`config.mk`:
```
export PLATFORM = sky130hd
export DESIGN_NAME = wake_evt_ctrl
export DESIGN_NICKNAME = d
export VERILOG_FILES = /design/src/rtl/wake_pkg.sv /design/src/rtl/wake_evt_qual.sv /design/src/rtl/wake_pm_csr.sv /design/src/rtl/wake_evt_ctrl.sv
export SDC_FILE = /design/constraint.sdc
export NUM_CORES = 1
export LEC_CHECK = 0
export ABC_AREA = 1
export BUFFER_PORTS_ARGS = -buffer_cell sky130_fd_sc_hd__buf_2
export CAP_MARGIN = 20
export CORE_AREA = 4 4 50 52
export CTS_BUF_LIST = sky130_fd_sc_hd__clkbuf_2
export CTS_CLUSTER_SIZE = 20
export DETAILED_ROUTE_END_ITERATION = 16
export DIE_AREA = 0 0 54 56
export GPL_TIMING_DRIVEN = 0
export HOLD_SLACK_MARGIN = 0.15
export PLACE_DENSITY = 0.9
export SYNTH_ARGS = -nofsm -noshare
export SYNTH_HDL_FRONTEND = slang
export SYNTH_SLANG_ARGS = --single-unit
```
`constraint.sdc`:
```
create_clock -name clk -period 2.1 [get_ports clk]
set_input_delay 0.42 -clock clk [delete_from_list [all_inputs] [get_ports clk]]
set_output_delay 0.42 -clock clk [all_outputs]
set_load 0.01 [all_outputs]
```
`src/rtl/wake_pkg.sv`:
```
package wake_pkg;

  localparam int unsigned NUM_SRC = 3;

  typedef enum logic [1:0] {
    SRC_MAGIC   = 2'd0,
    SRC_PATTERN = 2'd1,
    SRC_LINK    = 2'd2
  } wake_src_e;

  // Source may only raise an event while the MII interface is selected.
  function automatic bit src_needs_mii(input int unsigned idx);
    return (idx == int'(SRC_PATTERN)) || (idx == int'(SRC_LINK));
  endfunction

  // Source reports on any change instead of only on a rising edge.
  function automatic bit src_on_toggle(input int unsigned idx);
    return idx == int'(SRC_LINK);
  endfunction

endpackage

```
`src/rtl/wake_evt_qual.sv`:
```
module wake_evt_qual
  import wake_pkg::*;
#(
  parameter int unsigned N_SRC = NUM_SRC
) (
  input  logic             clk,
  input  logic             rst,
  input  logic [N_SRC-1:0] src_lvl,
  input  logic             mii_mode,
  output logic [N_SRC-1:0] src_pulse,
  output logic             any_evt
);

  logic             mii_q;
  logic [N_SRC-1:0] stage1_q;
  logic [N_SRC-1:0] stage2_q;
  logic [N_SRC-1:0] qual;

  always_ff @(posedge clk) begin
    if (rst) begin
      mii_q <= 1'b0;
    end else begin
      mii_q <= mii_mode;
    end
  end

  for (genvar g = 0; g < N_SRC; g++) begin : g_src
    always_ff @(posedge clk) begin
      if (rst) begin
        stage1_q[g] <= 1'b0;
        stage2_q[g] <= 1'b0;
      end else begin
        stage1_q[g] <= src_lvl[g];
        stage2_q[g] <= stage1_q[g];
      end
    end

    if (src_on_toggle(g)) begin : g_toggle
      assign src_pulse[g] = stage1_q[g] ^ stage2_q[g];
    end else begin : g_rise
      assign src_pulse[g] = stage1_q[g] & ~stage2_q[g];
    end

    if (src_needs_mii(g)) begin : g_gated
      assign qual[g] = src_pulse[g] & mii_q;
    end else begin : g_open
      assign qual[g] = src_pulse[g];
    end
  end

  assign any_evt = |qual;

  // an edge-detected magic strobe lasts exactly one cycle
  a_r3_single_pulse: assert property (@(posedge clk) disable iff (rst)
    src_pulse[SRC_MAGIC] |=> !src_pulse[SRC_MAGIC]);

endmodule

```
`src/rtl/wake_pm_csr.sv`:
```
module wake_pm_csr #(
  parameter int unsigned          ADDR_W   = 8,
  parameter int unsigned          DATA_W   = 32,
  parameter logic [ADDR_W-1:0]    CSR_ADDR = 8'h44,
  parameter int unsigned          EN_BIT   = 8,
  parameter int unsigned          ST_BIT   = 15
) (
  input  logic              clk,
  input  logic              rst,
  input  logic              cfg_wr,
  input  logic              cfg_rd,
  input  logic [ADDR_W-1:0] cfg_addr,
  input  logic [DATA_W-1:0] cfg_wdata,
  input  logic              evt,
  output logic [DATA_W-1:0] cfg_rdata,
  output logic              pme_en,
  output logic              pme_st
);

  logic              hit;
  logic              wr_hit;
  logic              clr_hit;
  logic [DATA_W-1:0] csr_view;
  logic              wdata_unused;

  assign hit          = (cfg_addr == CSR_ADDR);
  assign wr_hit       = cfg_wr & hit;
  assign clr_hit      = wr_hit & cfg_wdata[ST_BIT];
  assign wdata_unused = ^cfg_wdata;

  always_comb begin
    csr_view         = '0;
    csr_view[EN_BIT] = pme_en;
    csr_view[ST_BIT] = pme_st;
  end

  always_ff @(posedge clk) begin
    if (rst) begin
      pme_en <= 1'b0;
    end else if (wr_hit) begin
      pme_en <= cfg_wdata[EN_BIT];
    end
  end

  // Event has priority over a clear taken on the same edge.
  always_ff @(posedge clk) begin
    if (rst) begin
      pme_st <= 1'b0;
    end else begin
      pme_st <= evt | (pme_st & ~clr_hit);
    end
  end

  always_ff @(posedge clk) begin
    if (rst) begin
      cfg_rdata <= '0;
    end else if (cfg_rd) begin
      cfg_rdata <= hit ? csr_view : '0;
    end
  end

  // reset leaves enable and status clear
  a_r1_reset_clears: assert property (@(posedge clk)
    rst |=> (!pme_en && !pme_st));

  // a write to the register loads the enable bit
  a_r2_enable_write: assert property (@(posedge clk) disable iff (rst)
    wr_hit |=> (pme_en == $past(cfg_wdata[EN_BIT])));

  // without a clearing write the flag holds
  a_r6_status_sticky: assert property (@(posedge clk) disable iff (rst)
    (pme_st && !clr_hit) |=> pme_st);

  // an event always leaves the flag set, clear or not
  a_r7_event_wins: assert property (@(posedge clk) disable iff (rst)
    evt |=> pme_st);

endmodule

```
`src/rtl/wake_evt_ctrl.sv`:
```
module wake_evt_ctrl
  import wake_pkg::*;
#(
  parameter int unsigned       ADDR_W   = 8,
  parameter int unsigned       DATA_W   = 32,
  parameter logic [ADDR_W-1:0] CSR_ADDR = 8'h44,
  parameter int unsigned       EN_BIT   = 8,
  parameter int unsigned       ST_BIT   = 15
) (
  input  logic              clk,
  input  logic              rst,
  input  logic              magic_det,
  input  logic              pattern_det,
  input  logic              link_up,
  input  logic              mii_mode,
  input  logic              cfg_wr,
  input  logic              cfg_rd,
  input  logic [ADDR_W-1:0] cfg_addr,
  input  logic [DATA_W-1:0] cfg_wdata,
  output logic [DATA_W-1:0] cfg_rdata,
  output logic              pme_n
);

  logic [NUM_SRC-1:0] src_lvl;
  logic [NUM_SRC-1:0] src_pulse;
  logic               any_evt;
  logic               csr_en;
  logic               csr_st;
  logic               pulse_unused;

  always_comb begin
    src_lvl              = '0;
    src_lvl[SRC_MAGIC]   = magic_det;
    src_lvl[SRC_PATTERN] = pattern_det;
    src_lvl[SRC_LINK]    = link_up;
  end

  assign pulse_unused = ^src_pulse;

  wake_evt_qual #(
    .N_SRC (NUM_SRC)
  ) u_qual (
    .clk       (clk),
    .rst       (rst),
    .src_lvl   (src_lvl),
    .mii_mode  (mii_mode),
    .src_pulse (src_pulse),
    .any_evt   (any_evt)
  );

  wake_pm_csr #(
    .ADDR_W   (ADDR_W),
    .DATA_W   (DATA_W),
    .CSR_ADDR (CSR_ADDR),
    .EN_BIT   (EN_BIT),
    .ST_BIT   (ST_BIT)
  ) u_csr (
    .clk       (clk),
    .rst       (rst),
    .cfg_wr    (cfg_wr),
    .cfg_rd    (cfg_rd),
    .cfg_addr  (cfg_addr),
    .cfg_wdata (cfg_wdata),
    .evt       (any_evt),
    .cfg_rdata (cfg_rdata),
    .pme_en    (csr_en),
    .pme_st    (csr_st)
  );

  always_ff @(posedge clk) begin
    if (rst) begin
      pme_n <= 1'b1;
    end else begin
      pme_n <= ~(csr_en & csr_st);
    end
  end

  // request released after reset
  a_r1_pme_idle: assert property (@(posedge clk) rst |=> pme_n);

  // a low request needs both bits one cycle earlier
  a_r8_low_needs_both: assert property (@(posedge clk) disable iff (rst)
    !pme_n |-> ($past(csr_en) && $past(csr_st)));

  // dropping the enable releases the line on the next edge
  a_r8_release_on_disable: assert property (@(posedge clk) disable iff (rst)
    $fell(csr_en) |=> pme_n);

endmodule

```
==> results of run 1 <==
cell families after synthesis:
| family | count (synthesis) | synth area share, % |
|---|---|---|
| AOI/OAI and AO/OA | 6 | 4.29 |
| buffers and inverters | 45 | 40.4 |
| DFF | 12 | 34.3 |
| other | 1 | 0.536 |
| and+or+nand+nor | 29 | 20.4 |
synthesized netlist by cell type, drive strengths merged:
master and instances:
a21oi 4, o21ai 2, nand4 2, nor2 12, nand3 5, conb 1, nand2 9, or2 1
dfxtp 12, buf 31, inv 14
power groups by stage:
stage | logic (mW) | clock network, mW | registers [mW]
final | 0.112 | 0.111 | 0.242
after global placement | 0.108 | 0 | 0.247
after floorplan | 0.0881 | 0 | 0.247
after detailed placement | 0.110 | 0 | 0.247
after CTS | 0.111 | 0.115 | 0.242
after global routing | 0.126 | 0.129 | 0.243
stage by stage:
step / hold WS, ps / cell area, sq um / setup WS (ps) / power [mW] / utilization (%)
global route: 346 / 957 / 890 / 0.498 / 45.5
global placement: 410 / 938 / 1000 / 0.355 / 44.6
detailed placement: 411 / 938 / 944 / 0.358 / 44.6
finish: 357 / 957 / 969 / 0.465 / 45.5
floorplan: 394 / 808 / 1150 / 0.335 / -
CTS: 352 / 957 / 949 / 0.468 / 45.5
worst reg2reg max path: cells and delay by family (launching register included):
| family | cells | cell delay [ps] |
|---|---|---|
| flops | 1 | 340 |
| simple gates | 4 | 400 |
| compound gates | 1 | 70 |
final timing paths:
kind | endpoint | cells past startpoint
setup / recovery | cfg_rdata[8] | 1
hold / removal | u_qual.stage1_q[1] | 3
hold reg to reg | u_qual.stage2_q[1] | 2
setup reg to reg | u_csr.pme_st | 5
metal layers:
| layer | vias to the layer above | GRT usage (%) | wire, microns |
|---|---|---|---|
| met5 | - | 0 | 0 |
| met4 | 0 | 3.20 | 7 |
| met3 | 2 | 2.68 | 153 |
| met2 | 25 | 15.2 | 652 |
| met1 | 224 | 6.66 | 343 |
| li1 | 322 | - | - |
flip-flops by register name, summed over array words and instances, names as in the netlist:
name             count
u_qual.stage1_q      3
u_qual.stage2_q      3
u_csr.cfg_rdata      2
pme_n                1
u_csr.pme_en         1
u_csr.pme_st         1
u_qual.mii_q         1
area by class of cell:
cell class / count / area, sq um
Clock buffer: 3 / 15.0
Tap cell: 28 / 35.0
Clock inverter: 1 / 3.75
Inverter: 14 / 52.6
Sequential cell: 12 / 240
Fill cell: 230 / 1150
Timing Repair Buffer: 19 / 95.1
Buffer: 31 / 230
Multi-Input combinational cell: 65 / 285
==> flow_summary.json, run 1 <==
{
  "run_status": "finished clean",
  "gp_congestion": 0.682,
  "power.leakage_nw": 0.575,
  "r2r_setup_slack_ps": 1190,
  "max_stage_delay_ps": 340,
  "routed_wl_microns": 1160,
  "antenna_found_initial": 0,
  "cp_cell_sequence": "buf_2",
  "cp_max_fo": 2,
  "cts_max_level": 1,
  "hold_viol_final": 0,
  "cts_hold_buf": 0,
  "ys_seq_area_share_pct": 34.3,
  "dr_total_vias": 573,
  "rsz0062_at_grt": "no",
  "post_cts_buffers": 0,
  "cp-start-kind": "flip-flop",
  "critPathCaptureType": "output pin",
  "chipWidth_microns": 54,
  "synth_seq_cells": 12,
  "cp.arrival_ps": 710,
  "cts_sinks": 12,
  "n_antenna_cell": 0,
  "dp_cells": 169,
  "max-cap-violations": 0,
  "grt_pass1_wl_microns": 1760,
  "final.period_utilization_pct": 53.9,
  "clkTransAtPathRegs_ps": 110,
  "path_buf_inv": 1,
  "grt_overflow": 0,
  "setup_violations": 0,
  "viasPerCell": 3.31,
  "p_switching_mw": 0.128,
  "drt_iter0_markers": 0,
  "drc": 0,
  "synth_top_cell_by_area": "dfxtp_1",
  "finalCriticalPeriod_ps": 1130,
  "hp-start": "pattern_det",
  "clock_latency_ps": 250,
  "finalNonFillerCells": 173,
  "r2r-start": "u_qual.stage1_q[2]",
  "drive_above_1_share_pct": 40.7,
  "power_density_mw_per_mm2": 485,
  "criticalPathCategory": "reg -> out",
  "cp_top_family": "flip-flops",
  "cp-startpoint": "u_csr.cfg_rdata[8]",
  "min_path_type": "in -> reg",
  "avgSynthCellArea_sq_um": 7.52,
  "required_ps": 1680,
  "synth_top_area_share_pct": 34.3,
  "pwr-share-comb_pct": 24.1,
  "die_h_microns": 56,
  "cts_resized": 0,
  "vdd_ir_drop_max_uv": 314,
  "setup_tns_ps": 0,
  "synthToLayoutAreaGrowth_pct": 36.9,
  "netSwitchingFraction_pct": 27.6,
  "post_drt_wl_per_cell_microns": 6.69,
  "grt_usage_pct": 7.81,
  "cts_buffer_depth": 2,
  "dpl.hpwl_microns": 1030,
  "ys_warn_count": 0,
  "grt_max_degree": 11,
  "drv_slew": 0,
  "ant_nets": 0,
  "synth_area_leaders": "dfxtp_1, buf_4, inv_1",
  "pwr-share-clk_pct": 23.8,
  "cts_buffers": 3,
  "skew_ps": 1.36,
  "fp-row-count": 17,
  "port_buffers": 19,
  "top_level_ports": 81,
  "die_area_sq_mm": 0.00302,
  "syn_area_sq_um": 699,
  "grt_pass1_vias": 454,
  "nets": 194,
  "seq_power_share_pct": 52.0,
  "cp_slowest_cell": "dfxtp_1",
  "drt-pass1-iter-count": 1,
  "root_buffer": "clkbuf_2",
  "p_int_mw": 0.337,
  "coreArea_sq_mm": 0.00211,
  "yosys.cell_types.count": 15,
  "cts_tree": "built",
  "final_cell_mix": "buf_4, conb_1, buf_2",
  "start_util_pct": 33.2,
  "postSynthCellCount": 93,
  "fmax_mhz": 884
}
Note: power is estimated with default switching activity, not from simulation.
==> run 2, diff against run 1 <==
--- a/config.mk
+++ b/config.mk
@@ -8,14 +8,14 @@
 export ABC_AREA = 1
 export BUFFER_PORTS_ARGS = -buffer_cell sky130_fd_sc_hd__buf_2
 export CAP_MARGIN = 20
-export CORE_AREA = 4 4 50 52
+export CORE_AREA = 4 4 53 55
 export CTS_BUF_LIST = sky130_fd_sc_hd__clkbuf_2
 export CTS_CLUSTER_SIZE = 20
 export DETAILED_ROUTE_END_ITERATION = 16
-export DIE_AREA = 0 0 54 56
+export DIE_AREA = 0 0 57 59
 export GPL_TIMING_DRIVEN = 0
 export HOLD_SLACK_MARGIN = 0.15
-export PLACE_DENSITY = 0.9
+export PLACE_DENSITY = 0.85
 export SYNTH_ARGS = -nofsm -noshare
 export SYNTH_HDL_FRONTEND = slang
 export SYNTH_SLANG_ARGS = --single-unit
==> constraint.sdc (replaced) <==
create_clock -name clk -period 0.98 [get_ports clk]
set_input_delay 0.196 -clock clk [delete_from_list [all_inputs] [get_ports clk]]
set_output_delay 0.196 -clock clk [all_outputs]
set_load 0.01 [all_outputs]
==> flow_summary.json, run 2 (synthesis results as in run 1) <==
{
  "n_antenna_cell": 0,
  "dpl.hpwl_microns": 1050,
  "clkTransAtPathRegs_ps": 100,
  "regToRegEndpoint": "u_csr.pme_st",
  "clock_latency_ps": 240,
  "dr_total_vias": 587,
  "fmax_mhz": 1100,
  "skew_ps": 1.48,
  "endpoint": "cfg_rdata[8]",
  "final.period_utilization_pct": 92.7,
  "grt_usage_pct": 6.68,
  "die_area_sq_mm": 0.00336,
  "cp.arrival_ps": 710,
  "post_cts_buffers": 0,
  "fp-row-count": 18,
  "cts_tree": "built",
  "cp_cell_sequence": "buf_2",
  "multi_input_area_sq_um": 285,
  "criticalPathCategory": "reg -> out",
  "antenna_found_initial": 0,
  "cp_slowest_cell": "dfxtp_1",
  "r2r_setup_slack_ps": 90,
  "finalCriticalPeriod_ps": 909,
  "post_drt_wl_per_cell_microns": 6.75,
  "routed_wl_microns": 1190,
  "power_density_mw_per_mm2": 1000,
  "cts_sinks": 12,
  "gp_congestion": 0.671,
  "grt_pass1_wl_microns": 1710,
  "cp-startpoint": "u_csr.cfg_rdata[8]",
  "drt-pass1-iter-count": 2,
  "hold_viol_final": 0,
  "vdd_ir_drop_max_uv": 496,
  "drc": 0,
  "max-cap-violations": 0,
  "cp-start-kind": "flip-flop",
  "power.leakage_nw": 0.586,
  "max_stage_delay_ps": 340,
  "drive_above_1_share_pct": 40.1,
  "rsz0062_at_grt": "no",
  "cts_buffer_depth": 2,
  "power_mw": 0.987,
  "port_buffers": 19,
  "r2r_cells": 5,
  "drt_iter0_markers": 4,
  "drv_slew": 0,
  "cts_max_level": 1,
  "grt_pass1_vias": 452,
  "ant_nets": 0,
  "required_ps": 780,
  "r2r-start": "u_qual.stage2_q[2]",
  "grt_overflow": 0,
  "cp_top_family": "flip-flops",
  "cp_max_fo": 2,
  "path_buf_inv": 1,
  "regArea_sq_um": 240,
  "viasPerCell": 3.32,
  "min_path_type": "in -> reg",
  "final_cell_mix": "buf_4, conb_1, buf_2",
  "setup_tns_ps": 0,
  "chipWidth_microns": 57,
  "grt_max_degree": 11,
  "coreArea_sq_mm": 0.00239,
  "die_h_microns": 59,
  "worst-path-stages": 1,
  "run_status": "finished clean",
  "cts_buffers": 3,
  "hold-worst-slack_ps": 159,
  "start_util_pct": 29.3,
  "root_buffer": "clkbuf_2",
  "synthToLayoutAreaGrowth_pct": 41.0,
  "dpl-instance-area_sq_um": 941,
  "top_level_ports": 81,
  "final_cell_area_sq_um": 986,
  "cts_resized": 0,
  "setup_violations": 0,
  "nets": 197,
  "largestRegisters": "u_qual.stage1_q (3), u_qual.stage2_q (3), u_csr.cfg_rdata (2)",
  "nFillCells": 265,
  "critPathCaptureType": "output pin"
}
run 2: how the worst min path moves through the flow:
stage	startpoint	to	slack (ps)	cells after the start
after CTS	link_up	u_qual.stage1_q[2]	150	3
after global placement	link_up	u_qual.stage1_q[2]	400	3
after floorplan	cfg_rd	u_csr.cfg_rdata[15]	290	1
after detailed placement	pattern_det	u_qual.stage1_q[1]	400	3
after global routing	link_up	u_qual.stage1_q[2]	160	3
final	link_up	u_qual.stage1_q[2]	160	3
run 2: stage by stage:
step	setup slack (ps)	utilization, %	instances
2_1_floorplan	136	-	122
4_1_cts	53.1	41.3	177
5_1_grt	14.4	41.3	177
3_3_place_gp	94.1	39.4	171
3_5_place_dp	63.8	39.4	171
6_report	71.3	41.3	177
run 2: layout make-up:
| cell class | count | area share [%] |
|---|---|---|
| clock buffer | 3 | 1.52 |
| sequential | 12 | 24.4 |
| buffer | 31 | 23.4 |
| inverter | 14 | 5.33 |
| timing repair buffer | 22 | 12.7 |
| multi-input combinational | 65 | 28.9 |
| tap | 30 | 3.81 |
run 2: metal layers:
| metal | up-vias | wire length (microns) | GRT usage [%] |
|---|---|---|---|
| met5 | - | 0 | 0 |
| met4 | 0 | 23 | 4.97 |
| met3 | 2 | 127 | 1.74 |
| met2 | 26 | 639 | 12.9 |
| met1 | 232 | 403 | 5.87 |
| li1 | 327 | - | - |
run 2: report_power, final:
| group | switching [mW] | internal (mW) | leakage, nW | total [mW] |
|---|---|---|---|---|
| logic | 0.119 | 0.131 | 0.475 | 0.250 |
| registers | 0.00920 | 0.509 | 0.0989 | 0.518 |
| clock network | 0.135 | 0.0835 | 0.0125 | 0.219 |
| total | 0.264 | 0.724 | 0.586 | 0.987 |
run 2: worst reg2reg max path, delay by kind of cell (launching register included):
kind	cells	cell delay, ps
AOI/OAI and AO/OA	1	70
DFF	1	320
and+or+nand+nor	4	400
run 2: repair_timing:
action | CTS | global route
hold buffers | 3 | 0
setup endpoints to repair | 0 | 0
hold endpoints to repair | 3 | 0
